## config.mk

```make
export PLATFORM = sky130hd
export DESIGN_NAME = fftAddrGen
export DESIGN_NICKNAME = d
export VERILOG_FILES = /design/src/rtl/fftAgPkg.sv /design/src/rtl/fftAgCtrl.sv /design/src/rtl/fftAgDatapath.sv /design/src/rtl/fftAddrGen.sv
export SDC_FILE = /design/constraint.sdc
export NUM_CORES = 1
export LEC_CHECK = 0
export ABC_CLOCK_PERIOD_IN_PS = 5000
export BUFFER_PORTS_ARGS = -buffer_cell sky130_fd_sc_hd__buf_4
export CORE_UTILIZATION = 35
export CTS_CLUSTER_DIAMETER = 120
export DETAILED_ROUTE_END_ITERATION = 8
export PLACE_DENSITY = 0.64
export SLEW_MARGIN = 20
export SYNTH_ARGS = -nofsm -noshare
export SYNTH_HDL_FRONTEND = slang
export SYNTH_SLANG_ARGS = --single-unit
```

## constraint.sdc

```tcl
create_clock -name clk -period 5 [get_ports clk]
set_input_delay 0.5 -clock clk [delete_from_list [all_inputs] [get_ports clk]]
set_output_delay 0.5 -clock clk [all_outputs]
set_load 0.02 [all_outputs]
```

## src/rtl/fftAgPkg.sv

```systemverilog
package fftAgPkg;
  localparam int AG_MAX_LOG2 = 10;
  localparam int AG_MIN_LOG2 = 3;
  localparam int SIZE_W  = 3;
  localparam int STAGE_W = $clog2(AG_MAX_LOG2 + 1);
  localparam int ADDR_W  = AG_MAX_LOG2;
  localparam int BFLY_W  = AG_MAX_LOG2 - 1;
  localparam int TW_W    = AG_MAX_LOG2 - 1;

  typedef enum logic [1:0] {S_IDLE, S_RUN, S_WAIT} agState_e;

  // strobes from control to datapath
  typedef struct packed {
    logic               issue;
    logic [STAGE_W-1:0] stage;
    logic [BFLY_W-1:0]  bfly;
    logic [STAGE_W-1:0] log2n;
  } agCmd_t;

  typedef struct packed {
    logic              v;
    logic [ADDR_W-1:0] a;
    logic [ADDR_W-1:0] b;
  } wrSlot_t;
endpackage

```

## src/rtl/fftAgCtrl.sv

```systemverilog
module fftAgCtrl
  import fftAgPkg::*;
#(
  parameter int LAT = 4
) (
  input  logic              clk,
  input  logic              rstN,
  input  logic              start,
  input  logic [SIZE_W-1:0] sizeCode,
  output agCmd_t            cmd,
  output logic              busy,
  output logic              done
);
  localparam int WCW = (LAT > 1) ? $clog2(LAT) : 1;
  localparam logic [WCW-1:0] WAIT_LAST = WCW'(LAT - 1);

  agState_e           state;
  logic [STAGE_W-1:0] stage;
  logic [STAGE_W-1:0] log2n;
  logic [BFLY_W-1:0]  bfly;
  logic [BFLY_W-1:0]  lastBfly;
  logic [WCW-1:0]     waitCnt;
  logic               lastStage;

  assign lastBfly  = BFLY_W'((32'd1 << (log2n - STAGE_W'(1))) - 32'd1);
  assign lastStage = (stage == log2n - STAGE_W'(1));

  always_ff @(posedge clk) begin
    if (!rstN) begin
      state   <= S_IDLE;
      stage   <= '0;
      log2n   <= '0;
      bfly    <= '0;
      waitCnt <= '0;
      done    <= 1'b0;
    end else begin
      done <= 1'b0;
      case (state)
        S_IDLE: begin
          if (start) begin
            log2n <= STAGE_W'(sizeCode) + STAGE_W'(AG_MIN_LOG2);
            stage <= '0;
            bfly  <= '0;
            state <= S_RUN;
          end
        end
        S_RUN: begin
          if (bfly == lastBfly) begin
            bfly    <= '0;
            waitCnt <= '0;
            state   <= S_WAIT;
          end else begin
            bfly <= bfly + BFLY_W'(1);
          end
        end
        S_WAIT: begin
          if (waitCnt == WAIT_LAST) begin
            if (lastStage) begin
              state <= S_IDLE;
              done  <= 1'b1;
            end else begin
              stage <= stage + STAGE_W'(1);
              state <= S_RUN;
            end
          end else begin
            waitCnt <= waitCnt + WCW'(1);
          end
        end
        default: state <= S_IDLE;
      endcase
    end
  end

  assign busy      = (state != S_IDLE);
  assign cmd.issue = (state == S_RUN);
  assign cmd.stage = stage;
  assign cmd.bfly  = bfly;
  assign cmd.log2n = log2n;

  AST_DONE_SINGLE: assert property (@(posedge clk) disable iff (!rstN) done |=> !done);
  AST_DONE_IDLE: assert property (@(posedge clk) disable iff (!rstN) done |-> !busy);
  AST_SIZE_HELD: assert property (@(posedge clk) disable iff (!rstN) (busy && $past(busy)) |-> $stable(log2n));
  AST_SIZE_RANGE: assert property (@(posedge clk) disable iff (!rstN) busy |-> (log2n >= STAGE_W'(AG_MIN_LOG2) && log2n <= STAGE_W'(AG_MAX_LOG2)));
endmodule

```

## src/rtl/fftAgDatapath.sv

```systemverilog
module fftAgDatapath
  import fftAgPkg::*;
#(
  parameter int LAT = 4
) (
  input  logic              clk,
  input  logic              rstN,
  input  agCmd_t            cmd,
  output logic              rdEn,
  output logic [ADDR_W-1:0] rdAddrA,
  output logic [ADDR_W-1:0] rdAddrB,
  output logic [TW_W-1:0]   twIdx,
  output logic              wrEn,
  output logic [ADDR_W-1:0] wrAddrA,
  output logic [ADDR_W-1:0] wrAddrB
);
  logic [BFLY_W-1:0] lowMask;
  logic [BFLY_W-1:0] lowBits;
  logic [BFLY_W-1:0] highBits;
  logic [31:0]       twWide;
  wrSlot_t           cur;
  wrSlot_t           pipe [LAT];

  assign lowMask  = BFLY_W'((32'd1 << cmd.stage) - 32'd1);
  assign lowBits  = cmd.bfly & lowMask;
  assign highBits = cmd.bfly & ~lowMask;
  assign rdEn     = cmd.issue;
  assign rdAddrA  = {highBits, 1'b0} | {1'b0, lowBits};
  assign rdAddrB  = rdAddrA | ADDR_W'(32'd1 << cmd.stage);
  assign twWide   = 32'(lowBits) << (32'(BFLY_W) - 32'(cmd.stage));
  assign twIdx    = twWide[TW_W-1:0];

  assign cur.v = rdEn;
  assign cur.a = rdAddrA;
  assign cur.b = rdAddrB;

  always_ff @(posedge clk) begin
    if (!rstN) begin
      for (int i = 0; i < LAT; i++) pipe[i] <= '0;
    end else begin
      pipe[0] <= cur;
      for (int i = 1; i < LAT; i++) pipe[i] <= pipe[i-1];
    end
  end

  assign wrEn    = pipe[LAT-1].v;
  assign wrAddrA = pipe[LAT-1].a;
  assign wrAddrB = pipe[LAT-1].b;

  AST_ADDR_IN_RANGE: assert property (@(posedge clk) disable iff (!rstN) rdEn |-> ({1'b0, rdAddrB} < (11'd1 << cmd.log2n)));
  AST_PAIR_ORDER: assert property (@(posedge clk) disable iff (!rstN) rdEn |-> (rdAddrA < rdAddrB));
  AST_TW_STAGE0: assert property (@(posedge clk) disable iff (!rstN) (rdEn && cmd.stage == '0) |-> (twIdx == '0));
  AST_WR_PAIR_SPAN: assert property (@(posedge clk) disable iff (!rstN) wrEn |-> ($countones(wrAddrA ^ wrAddrB) == 1));
endmodule

```

## src/rtl/fftAddrGen.sv

```systemverilog
module fftAddrGen
  import fftAgPkg::*;
#(
  parameter int LAT = 4
) (
  input  logic              clk,
  input  logic              rstN,
  input  logic              start,
  input  logic [SIZE_W-1:0] sizeCode,
  output logic              rdEn,
  output logic [ADDR_W-1:0] rdAddrA,
  output logic [ADDR_W-1:0] rdAddrB,
  output logic [TW_W-1:0]   twIdx,
  output logic              wrEn,
  output logic [ADDR_W-1:0] wrAddrA,
  output logic [ADDR_W-1:0] wrAddrB,
  output logic              busy,
  output logic              done
);
  agCmd_t cmd;

  fftAgCtrl #(.LAT(LAT)) u_ctrl (
    .clk(clk), .rstN(rstN), .start(start), .sizeCode(sizeCode),
    .cmd(cmd), .busy(busy), .done(done)
  );

  fftAgDatapath #(.LAT(LAT)) u_dp (
    .clk(clk), .rstN(rstN), .cmd(cmd),
    .rdEn(rdEn), .rdAddrA(rdAddrA), .rdAddrB(rdAddrB), .twIdx(twIdx),
    .wrEn(wrEn), .wrAddrA(wrAddrA), .wrAddrB(wrAddrB)
  );
endmodule

```

# Word level (Yosys, flattened, before mapping)
# Memories as Yosys holds them, arrays and structs flattened.
# Cells that the tools add are included.
dict set report op_classes {
  n_addsub 8
  eq_ne 10
  n_shift 3
  n_mux 22
  n_bitwise 9
  reduce_logical 11
}
# cell n
set op_table {}
lappend op_table {{two-way mux 21 bit} 4}
lappend op_table {{left shift 9 x 32 -> 9 bit} 1}
lappend op_table {{bitwise AND 9 bit} 2}
lappend op_table {{two-way mux 9 bit} 2}
lappend op_table {{one-hot mux 9 bit (2 select lines)} 1}
lappend op_table {{subtractor 9 x 1 -> 9 bit (second input constant)} 2}
lappend op_table {{two-way mux 4 bit} 3}
lappend op_table {{two-way mux 2 bit} 5}
lappend op_table {{OR 10 bit} 1}
lappend op_table {{OR 10 x 9 -> 10 bit} 1}
lappend op_table {{left shift 1 x 4 -> 10 bit (first input constant)} 1}
lappend op_table {{adder 9 x 1 -> 9 bit (second input constant)} 1}
lappend op_table {{== test 9 bit} 1}
lappend op_table {{inverter 9 bit} 1}
lappend op_table {{AND reduction 3 bit} 3}
lappend op_table {{left shift 1 x 4 -> 9 bit (first input constant)} 1}
lappend op_table {{one-hot mux 4 bit (2 select lines)} 1}
lappend op_table {{nonzero test 2 bit} 4}
lappend op_table {{!= test 2 bit (second input constant)} 3}
lappend op_table {{one-hot mux 2 bit (3 select lines)} 1}
lappend op_table {{subtractor 4 x 4 -> 5 bit (first input constant)} 1}
lappend op_table {{adder 3 x 2 -> 4 bit (second input constant)} 1}
lappend op_table {{adder 4 x 1 -> 4 bit (second input constant)} 1}
lappend op_table {{== test 2 bit (second input constant)} 2}
lappend op_table {{11 further kinds} 19}
dict set report word_totals {
  regBits 22
  ramBits 84
  out_inout_bits 53
  word_cells 70
  mem_count 1
}
# memory words word_bits read_ports rd_ports_with_merged_regs write_ports line_no
set mem_list {}
lappend mem_list {u_dp.pipe 4 21 4 0 4 fftAgDatapath.sv:22} ;# wrSlot_t pipe [LAT];

# Longest topological paths before layout
dict set report depth {
  ltp_word 7
  ltp_mapped 17
}

# Modules after synthesis
# A second synthesis with hierarchy kept.
dict set report hier_totals {
  cells_unflattened 563
  area_unflattened_um2 5021.1
}
# mod n_inst cells_per_inst area_each_um2
set by_module_without_submodules {}
lappend by_module_without_submodules {fftAgDatapath 1 348 3278.1}
lappend by_module_without_submodules {fftAgCtrl 1 215 1742.9}

# Least setup slack after synthesis
# OpenSTA, ideal clock, no wires.
dict set report synth_timing {
  path_kind {reg-to-output}
  startpoint {reg u_ctrl.stage[1]}
  endpoint {out twIdx[4]}
  t_arrival_ns 3.509
  required_time_ns 4.500
  slack_ns 0.991
  path_stages_with_launch 15
  n_path_buf 2
  path_cell_list {dfxtp_1 clkbuf_1 clkinv_1 ha_1 clkbuf_1 nand2_1 ha_1 nand2b_1 mux2_2 o21ai_0 nand2_1 mux2_2 nor2_1 a21oi_1 a211oi_1}
}
dict set report synth_between {
  elab_chain_cells 4
  elab_cells_between_ends 5
}
# element line_no
set synth_rtl {}
lappend synth_rtl {{from (decl)} fftAgCtrl.sv:18} ;# logic [STAGE_W-1:0] stage;
lappend synth_rtl {{from (signal assigned)} fftAgCtrl.sv:62} ;# stage <= stage + STAGE_W'(1);
lappend synth_rtl {{left shift 1 x 4 -> 10 bit} --}
lappend synth_rtl {{subtractor 9 x 1 -> 9 bit} fftAgDatapath.sv:24} ;# assign lowMask = BFLY_W'((32'd1 << cmd.stage) - 32'd1);
lappend synth_rtl {{bitwise AND 9 bit} fftAgDatapath.sv:25} ;# assign lowBits = cmd.bfly & lowMask;
lappend synth_rtl {{left shift 9 x 32 -> 9 bit *} fftAgDatapath.sv:30} ;# assign twWide = 32'(lowBits) << (32'(BFLY_W) - 32'(cmd.stage));
lappend synth_rtl {{to (decl)} fftAddrGen.sv:13} ;# output logic [TW_W-1:0] twIdx,
# Every way passes the cells marked *; elsewhere a longest branch is shown, timed or not.

# Final worst setup path
dict set report layout_timing {
  startpoint {reg u_ctrl.stage[1]}
  endpoint {out twIdx[8]}
}
# Same word-level chain as after synthesis.

==> results.cfg <==
[cts]
htreeDepth = 3
cts_buffers = 9
root_buffer = clkbuf_16
cts.sinks = 106
cts_tree = yes
cts_hold_buf = 0
cts.path.max_buffers = 2
clkLatencyLatePin_ns = 0.35
clk_pin_slew_worst_paths_ns = 0.08

[grt]
grt_pass1_wl_um = 18200
grt_start_max_net_pins = 80
overflow = 0
first_global_vias = 3612
grt_util_met3 = 0.0343
grt_use_total = 0.159
grt_busiest_layer = met2
met2_usage = 0.274
antenna_found_initial = 0
grt.met1_usage = 0.199

[pwr]
ir_drop_uv = 167
p_comb_frac = 0.165
p_int_mw = 1.39
pwr-share-seq = 0.447
p_clk_frac = 0.387
switching_share = 0.291
p_leak_nw = 2.48
p_per_area_nw_per_um2 = 338
switching_power_uw = 572

[floorplanning]
die_h_um = 121
io_pins = 59
rows = 43
dieArea_sq_um = 14700
die_x_um = 121
start_util = 0.358
fp.coreArea_sq_um = 13900

[sta]
hold_viol_final = 0
setup_viol = 0
maxSlewHeadroom = 0.463
timing.fmax_mhz = 227
fin_crit_sh = 0.881
drv_slew = 0
finClkSkew_ns = 0.00958
tightest_slew_ns = 0.801
rsz0062_at_grt = no
fin_crit_ns = 4.40
whs_ns = 0.331
setup-tns-final_ns = 0

[yosys]
synth_async_sr_flop_share = 0
seq_area_frac_synth = 0.427
syn-num-nets = 587
ys_warn_count = 0
syn_inst = 559
synth_edf_count = 0
synth_top_cell_by_area = dfxtp_1
ys_top_cells_by_area = dfxtp_1, and2_1, ha_1, nor2_1, xnor2_1
synthesis.area_sq_um = 4970
synth_most_common_cell = dfxtp_1
ys.flop_type = dfxtp_1
syn_area_per_cell_sq_um = 8.89
synthTopCellsByCount = dfxtp_1, and2_1, nor2_1, nand2_1, inv_1
synth_cell_type_count = 67
ys_seq_elements = 106
synth_top_area_frac = 0.427

[cells_and_area]
final_cells = 780
fin_nets = 623
seq_area_sq_um = 2120
final.fill_count = 1366
multi_input_area_sq_um = 2570
drive_gt1_frac = 0.158
num_antenna_cells = 0
area_growth_pct = 16.9

[detailed_routing]
drc_errors = 0
first_pass_iters = 5
routedWlPerCell_um = 14.2
drt_iter0_drc = 242
drt-total-wl_um = 11100
via_count = 3924
via_per_inst = 5.03
ant_nets = 0

[min_path]
min_path_cells = 2
hold_class = in2reg

[critical_path]
crit_arrival_ns = 3.90
end_kind = output pin
startpoint_type = flip-flop
required_ns = 4.50
slowest_delay_ns = 0.52
path_class = reg2out
crit_fanout = 14
reg2reg_depth = 15
crit_path_cell_trace = clkinvlp_4, ha_1, nand2_1, ha_1, nand2b_1, o311ai_0, o311ai_0, nand3_1, a21boi_0, nor2_1, o21ai_0, a21oi_1, o21a_1, buf_4
crit_path_top_delay_cell = dfxtp_2

[placed_design]
hpwl_um = 8020
portBuffers = 58
dp.cells = 764
gp_congestion = 0.902

[flow_run]
max_cap_violations = 0

[status]
status = finished, final reports clean
==> power by group through the flow <==
stage               clock network (mW)  logic (mW)  registers [mW]
finish                           0.760       0.325           0.879
global route                     0.815       0.359           0.881
CTS                              0.782       0.325           0.879
detailed placement                   0       0.324           0.899
global placement                     0       0.322           0.897
floorplan                            0       0.267           0.888
==> logic make-up after synthesis <==
family                     Yosys count  share of synthesized area
adders and majority gates           22                     0.0554
buffers and inverters               64                     0.0564
xor gates and xnor gates            29                     0.0526
and+or+nand+nor                    228                      0.241
muxes                                8                     0.0174
AOI/OAI and AO/OA                  102                      0.150
DFF                                106                      0.427
==> per-stage QoR <==
stage	worst slack [ns]	util	total power, mW	cell area, sq um
CTS	0.310	0.418	1.99	5800
floorplan	0.991	-	1.16	4970
finish	0.595	0.419	1.96	5810
detailed placement	0.723	0.394	1.22	5470
global placement	0.798	0.394	1.22	5470
global route	0.158	0.419	2.06	5810
==> critical path: cells and delay by family, from the launching register on <==
family | cells | cell delay [ns]
flops | 1 | 0.52
simple gates | 4 | 0.54
compound gates | 6 | 1.34
buf+inv | 2 | 0.44
fa+ha+maj | 2 | 0.69
==> flip-flops by register name, indices dropped and copies added (netlist names) <==
name / flops
u_ctrl.bfly: 9
u_ctrl.done: 1
u_ctrl.stage: 4
u_ctrl.state: 2
u_ctrl.waitCnt: 2
u_ctrl.log2n: 4
u_dp.pipe: 84
==> path summary, 6_finish.rpt <==
check | startpoint | endpoint | slack [ns]
hold reg to reg | u_dp.pipe[1][17]$_SDFF_PN0_ | u_dp.pipe[2][17]$_SDFF_PN0_ | 0.43
setup reg to reg | u_ctrl.log2n[0]$_SDFFE_PN0P_ | u_ctrl.waitCnt[0]$_SDFFE_PN0P_ | 0.80
setup / recovery | u_ctrl.stage[1]$_SDFFE_PN0P_ | twIdx[8] | 0.60
hold / removal | sizeCode[0] | u_ctrl.log2n[0]$_SDFFE_PN0P_ | 0.33
==> routing by layer <==
layer  up-vias  wire length [um]
li1       1961                 -
met3        16               526
met2       100              5290
met1      1847              5150
met4         0               145
met5         -                 0
==> cell type report <==
cell class	instances	share of cell area
Timing Repair Buffer	59	0.0762
Inverter	30	0.0200
Tap cell	180	0.0388
Clock inverter	7	0.0185
Multi-Input combinational cell	389	0.442
Clock buffer	9	0.0388
Sequential cell	106	0.366
==> timing repair <==
item                                    CTS  global route
endpoints found under the setup margin    0             2
resized for setup                         0             3
setup buffers                             0             0
==> layout by cell type (no fill, tap or decap), types with 11 or more instances in the layout <==
master   synthesis  layout
o21ai_0         20      20
nand3_1         11      11
nor2_1          53      53
xnor2_1         17      17
ha_1            22      22
nand2_1         33      33
inv_1           28      28
buf_4            0      59
and2_1          78      78
dfxtp_1        106     104
a21oi_1         24      24
nor3_1          16      16
xor2_1          11      11
(Power assumes the default switching activity.)
